[config.mk]
export PLATFORM = sky130hd
export DESIGN_NAME = os_bit_sampler
export DESIGN_NICKNAME = d
export VERILOG_FILES = /design/src/rtl/os_sampler_pkg.sv /design/src/rtl/os_sync.sv /design/src/rtl/os_edge_det.sv /design/src/rtl/os_phase_cnt.sv /design/src/rtl/os_slot_match.sv /design/src/rtl/os_bit_sampler.sv
export SDC_FILE = /design/constraint.sdc
export NUM_CORES = 1
export LEC_CHECK = 0
export BUFFER_PORTS_ARGS = -buffer_cell sky130_fd_sc_hd__buf_2
export CORE_AREA = 2 2 39 41
export DETAILED_ROUTE_END_ITERATION = 16
export DIE_AREA = 0 0 41 43
export GPL_TIMING_DRIVEN = 0
export PLACE_DENSITY = 0.71
export REMOVE_ABC_BUFFERS = 1
export SKIP_LAST_GASP = 1
export SLEW_MARGIN = 20
export SYNTH_ARGS = -nofsm -noshare
export SYNTH_HDL_FRONTEND = slang
export SYNTH_SLANG_ARGS = --single-unit
[constraint.sdc]
create_clock -name clk -period 4.1 [get_ports clk]
set_input_delay 0.41 -clock clk [delete_from_list [all_inputs] [get_ports clk]]
set_output_delay 0.41 -clock clk [all_outputs]
set_load 0.02 [all_outputs]
[src/rtl/os_sampler_pkg.sv]
`timescale 1ns/100ps
package os_sampler_pkg;

  // Mid-bit position of slot k, offset given in 1/slots of a clock.
  function automatic int unsigned slot_pos(input int unsigned k,
                                           input int unsigned period,
                                           input int unsigned slots,
                                           input int unsigned ofs);
    return (period * k + ofs) / slots;
  endfunction

endpackage

[src/rtl/os_sync.sv]
`timescale 1ns/100ps
module os_sync #(
  parameter int unsigned STAGES = 2
) (
  input  logic clk,
  input  logic rst,
  input  logic d_i,
  output logic q_o
);
  logic [STAGES-1:0] chain;

  always_ff @(posedge clk) begin
    if (rst) chain <= '0;
    else     chain <= {chain[STAGES-2:0], d_i};
  end

  assign q_o = chain[STAGES-1];
endmodule

[src/rtl/os_edge_det.sv]
`timescale 1ns/100ps
module os_edge_det (
  input  logic clk,
  input  logic rst,
  input  logic lvl_i,
  output logic edge_o,
  output logic aligned_o
);
  logic lvl_d;
  logic aligned_q;

  always_ff @(posedge clk) begin
    if (rst) begin
      lvl_d     <= 1'b0;
      aligned_q <= 1'b0;
    end else begin
      lvl_d <= lvl_i;
      if (edge_o) aligned_q <= 1'b1;
    end
  end

  assign edge_o    = lvl_i ^ lvl_d;
  assign aligned_o = aligned_q;

  // alignment is only gained through a transition
  p_align_needs_edge_r5: assert property (@(posedge clk) disable iff (rst)
    (!aligned_q && !edge_o) |=> !aligned_q);
  // once aligned, stays aligned until reset
  p_align_sticky_r5: assert property (@(posedge clk) disable iff (rst)
    aligned_q |=> aligned_q);
endmodule

[src/rtl/os_phase_cnt.sv]
`timescale 1ns/100ps
module os_phase_cnt #(
  parameter int unsigned PERIOD = 125,
  parameter int unsigned CW     = $clog2(PERIOD)
) (
  input  logic          clk,
  input  logic          rst,
  input  logic          clear_i,
  output logic [CW-1:0] cnt_o
);
  localparam logic [CW-1:0] LAST = CW'(PERIOD - 1);

  logic [CW-1:0] cnt_q;

  always_ff @(posedge clk) begin
    if (rst)                          cnt_q <= '0;
    else if (clear_i || cnt_q == LAST) cnt_q <= '0;
    else                              cnt_q <= cnt_q + CW'(1);
  end

  assign cnt_o = cnt_q;

  p_cnt_range_r2: assert property (@(posedge clk) disable iff (rst)
    cnt_q <= LAST);
  p_cnt_wrap_r2: assert property (@(posedge clk) disable iff (rst)
    (cnt_q == LAST) |=> (cnt_q == '0));
  p_cnt_step_r2: assert property (@(posedge clk) disable iff (rst)
    (!clear_i && cnt_q != LAST) |=> (cnt_q == $past(cnt_q) + CW'(1)));
  p_clear_zero_r3: assert property (@(posedge clk) disable iff (rst)
    clear_i |=> (cnt_q == '0));
endmodule

[src/rtl/os_slot_match.sv]
`timescale 1ns/100ps
module os_slot_match
  import os_sampler_pkg::*;
#(
  parameter int unsigned PERIOD    = 125,
  parameter int unsigned SLOTS     = 16,
  parameter int unsigned PHASE_OFS = 67,
  parameter int unsigned CW        = $clog2(PERIOD)
) (
  input  logic          clk,
  input  logic          rst,
  input  logic [CW-1:0] cnt_i,
  output logic          hit_o
);
  logic [SLOTS-1:0] hit_vec;

  for (genvar k = 0; k < SLOTS; k++) begin : g_slot
    localparam int unsigned POS = slot_pos(k, PERIOD, SLOTS, PHASE_OFS);
    assign hit_vec[k] = (cnt_i == CW'(POS));
  end

  assign hit_o = |hit_vec;

  // sample positions are distinct, at most one slot matches
  p_slots_distinct_r4: assert property (@(posedge clk) disable iff (rst)
    $onehot0(hit_vec));
endmodule

[src/rtl/os_bit_sampler.sv]
`timescale 1ns/100ps
module os_bit_sampler #(
  parameter int unsigned PERIOD      = 125,
  parameter int unsigned SLOTS       = 16,
  parameter int unsigned PHASE_OFS   = 67,
  parameter int unsigned SYNC_STAGES = 2
) (
  input  logic clk,
  input  logic rst,
  input  logic line_i,
  output logic bit_o,
  output logic bit_vld_o
);
  localparam int unsigned CW = $clog2(PERIOD);

  logic          lvl;
  logic          edge_det;
  logic          aligned;
  logic [CW-1:0] phase;
  logic          slot_hit;
  logic          take;
  logic          bit_q;
  logic          vld_q;

  os_sync #(.STAGES(SYNC_STAGES)) u_sync (
    .clk (clk),
    .rst (rst),
    .d_i (line_i),
    .q_o (lvl)
  );

  os_edge_det u_edge (
    .clk       (clk),
    .rst       (rst),
    .lvl_i     (lvl),
    .edge_o    (edge_det),
    .aligned_o (aligned)
  );

  os_phase_cnt #(.PERIOD(PERIOD), .CW(CW)) u_cnt (
    .clk     (clk),
    .rst     (rst),
    .clear_i (edge_det),
    .cnt_o   (phase)
  );

  os_slot_match #(
    .PERIOD    (PERIOD),
    .SLOTS     (SLOTS),
    .PHASE_OFS (PHASE_OFS),
    .CW        (CW)
  ) u_match (
    .clk   (clk),
    .rst   (rst),
    .cnt_i (phase),
    .hit_o (slot_hit)
  );

  assign take = aligned && slot_hit && !edge_det;

  always_ff @(posedge clk) begin
    if (rst) begin
      bit_q <= 1'b0;
      vld_q <= 1'b0;
    end else begin
      vld_q <= take;
      if (take) bit_q <= lvl;
    end
  end

  assign bit_o     = bit_q;
  assign bit_vld_o = vld_q;

  p_edge_blocks_r8: assert property (@(posedge clk) disable iff (rst)
    edge_det |=> !bit_vld_o);
  p_single_pulse_r6: assert property (@(posedge clk) disable iff (rst)
    bit_vld_o |=> !bit_vld_o);
  p_hold_between_r10: assert property (@(posedge clk) disable iff (rst)
    !bit_vld_o |-> $stable(bit_o));
  p_quiet_unaligned_r5: assert property (@(posedge clk) disable iff (rst)
    !aligned |=> !bit_vld_o);
  p_restart_r3: assert property (@(posedge clk) disable iff (rst)
    edge_det |=> (phase == '0));
endmodule

==> impl_metrics.toml <==
[sta]
final_hold_viol_count = 0
rsz0062_at_grt = "false"
setup_tns_ps = 0
min_period_over_period_pct = 43.8
fmax_mhz = 557
finalWorstPathRequiredPeriod_ps = 1800
drv_slew = 0
slew_headroom_pct = 65.3
setup_viol = 0
worst_pin_slew_ps = 516
skew_ps = 0.690

[logic_synthesis]
synthTopCellsByCount = "13 x dfxtp_1, 13 x nor2_1"
yosysTopAreaCell = "dfxtp_1"
synthMuxAreaShare_pct = 5.51
syn_inst = 60
yosys.area_share.adder_pct = 8.81
synthSimpleGateAreaFrac_pct = 18.7
synth-async-reset-ratio_pct = 0
yosysWarningCount = 0
synth-edff-count = 0
synth_top_family_by_area = "simple AND/OR/NAND/NOR gates"
ys_types = 19
netlist.area_leader.share_pct = 45.8
synth.ff_latch_count = 13
yosysSeqAreaShare_pct = 45.8
syn-cell-area_um2 = 568
synthXorXnorAreaFrac_pct = 10.8
avgSynthCellArea_um2 = 9.47
synth_area_leaders = "dfxtp_1 46%, ha_1 8.8%, nor2_1 8.6%"
synth_ff_type = "dfxtp_1"
synth_compound_area_share_pct = 7.05

[floorplanning]
start_util_pct = 41.0
dieArea_um2 = 1760
core_area_um2 = 1380
die_x_um = 41
die_h_um = 43
io_pins = 5
rows = 14

[clock_network]
cts.reportedPaths.clkPinSlew_ps = 70
clk-insertion-delay-late_ps = 270
cts_buffer_depth = 2
cts_resized = 0
cts_inserted_buffers = 3
cts_root_buf = "clkbuf_4"
ctsHoldBuffers = 0
clkSinkCount = 13
postCtsSetupRepairBufs = 0
h-tree-depth = 1
cts_tree = "yes"

[final_layout]
drive_gt1_share_pct = 11.9
syn2layout_area_growth_pct = 11.0
num-nets-final = 75
diodes = 0
num-fill-cells = 141

[power]
combPwrFrac_pct = 8.2
p_leak_uw = 0.000258
switchingPower_uw = 53.8
switching_share_pct = 23.4
pwr-share-seq_pct = 58.4
p_int_uw = 176
power_frac_clock_pct = 33.5
p_per_area_nw_per_um2 = 365
p_total_uw = 230
ir_drop_mv = 0.270

[worst_setup_path]
critical_path_required_ps = 4260
end_kind = "flip-flop"
cp.arrival_ps = 1960
crit_type = "reg2reg"
critPathMaxFanout = 5
start_kind = "flip-flop"

[job]
cap_violations = 0

[routing]
num_vias = 387
routed.top_layer = "met4"
via_per_inst = 4.66
wl_met3_um = 7
drt_iter0_drc = 5
drc_errors = 0
wire_per_inst_um = 9.57
wl_met1_um = 403
routed_wl_um = 794
antenna_left = 0
dr.pass1.iters = 2
routed-wl-met2_um = 360

[global_routing]
grt_max_degree = 8
grt_pass1_vias = 353
grt-ovfl-total = 0
grtUsageTotal_pct = 12.5
antenna_found_initial = 0
grt_first_pass_wirelength_um = 1430

[placement]
gp_congestion = 0.789
port_buffers = 4
dp_hpwl_um = 614

[outcome]
outcome = "finished, final reports clean"

[min_path]
min_path_type = "in2reg"
==> per-layer routing <==
metal,track usage (%),vias up
met5,0,-
met2,16.3,5
li1,-,208
met3,3.14,2
met1,16.7,172
met4,10.0,0
==> layout by cell type, fill, tap and decap left out <==
cell        n
nor2b_1     4
a211oi_2    1
dfxtp_1    13
nand4_1     1
mux2i_1     2
buf_2       4
nand3_1     2
o311ai_1    1
xor2_1      4
o21ai_1     1
xnor2_1     3
o21ai_0     1
or3b_1      1
mux2_1      1
nor2_1     13
o2bb2ai_1   1
clkbuf_4    3
clkbuf_1    1
inv_1       4
nand2_1     2
ha_1        4
==> cells by family (layout without fill, tap and decap cells) <==
group / count (synthesis) / after routing
compound gates: 5 / 5
xor+xnor: 7 / 7
fa+ha+maj: 4 / 4
buf+inv: 5 / 12
flops: 13 / 13
mux: 3 / 3
simple gates: 23 / 23
==> power groups by stage <==
stage | registers [uW] | logic [uW] | clock network (uW)
floorplan | 137 | 13.6 | 0
global placement | 137 | 17.6 | 0
detailed placement | 137 | 18.8 | 0
CTS | 135 | 19.2 | 79.6
global route | 135 | 22.2 | 87.7
finish | 134 | 18.8 | 77.1
==> registers in the layout, summed over array words and instances, names as in the netlist <==
name and cells:
u_edge.aligned_o 1, u_sync.chain 2, bit_o 1, u_cnt.cnt_o 7, bit_vld_o 1, u_edge.lvl_d 1
==> critical path: stages (launching register included) <==
cell	delay [ps]
dfxtp_1	350
inv_1	100
ha_1	180
or3b_1	370
a211oi_2	210
o311ai_1	140
mux2_1	330
==> worst paths after layout <==
kind                   start               to  cells after the start  slack (ps)
max           u_cnt.cnt_o[0]            bit_o                      6        2300
min                   line_i  u_sync.chain[0]                      2         340
max reg2reg   u_cnt.cnt_o[0]            bit_o                      6        2300
min reg2reg  u_sync.chain[0]  u_sync.chain[1]                      1         450
==> final cells by class <==
type                       count  area [um^2]  area share [%]
clock buffer                   4         26.3            4.17
inverter                       4         15.0            2.38
multi-input combinational     42          289            45.8
sequential                    13          260            41.3
tap                           16         20.0            3.17
timing repair buffer           4         20.0            3.17
==> stage by stage <==
step           utilization [%]  setup WS (ps)  hold WS [ps]  cell area [um^2]  std cells
5_1_grt                   45.6           2190           343               631         83
3_5_place_dp              43.7           2300           433               604         79
3_3_place_gp              43.7           2330           419               604         79
2_1_floorplan                -           2430           414               564         59
4_1_cts                   45.6           2290           341               631         83
6_report                  45.6           2300           342               631         83
Power figures use the tool's default switching activity.
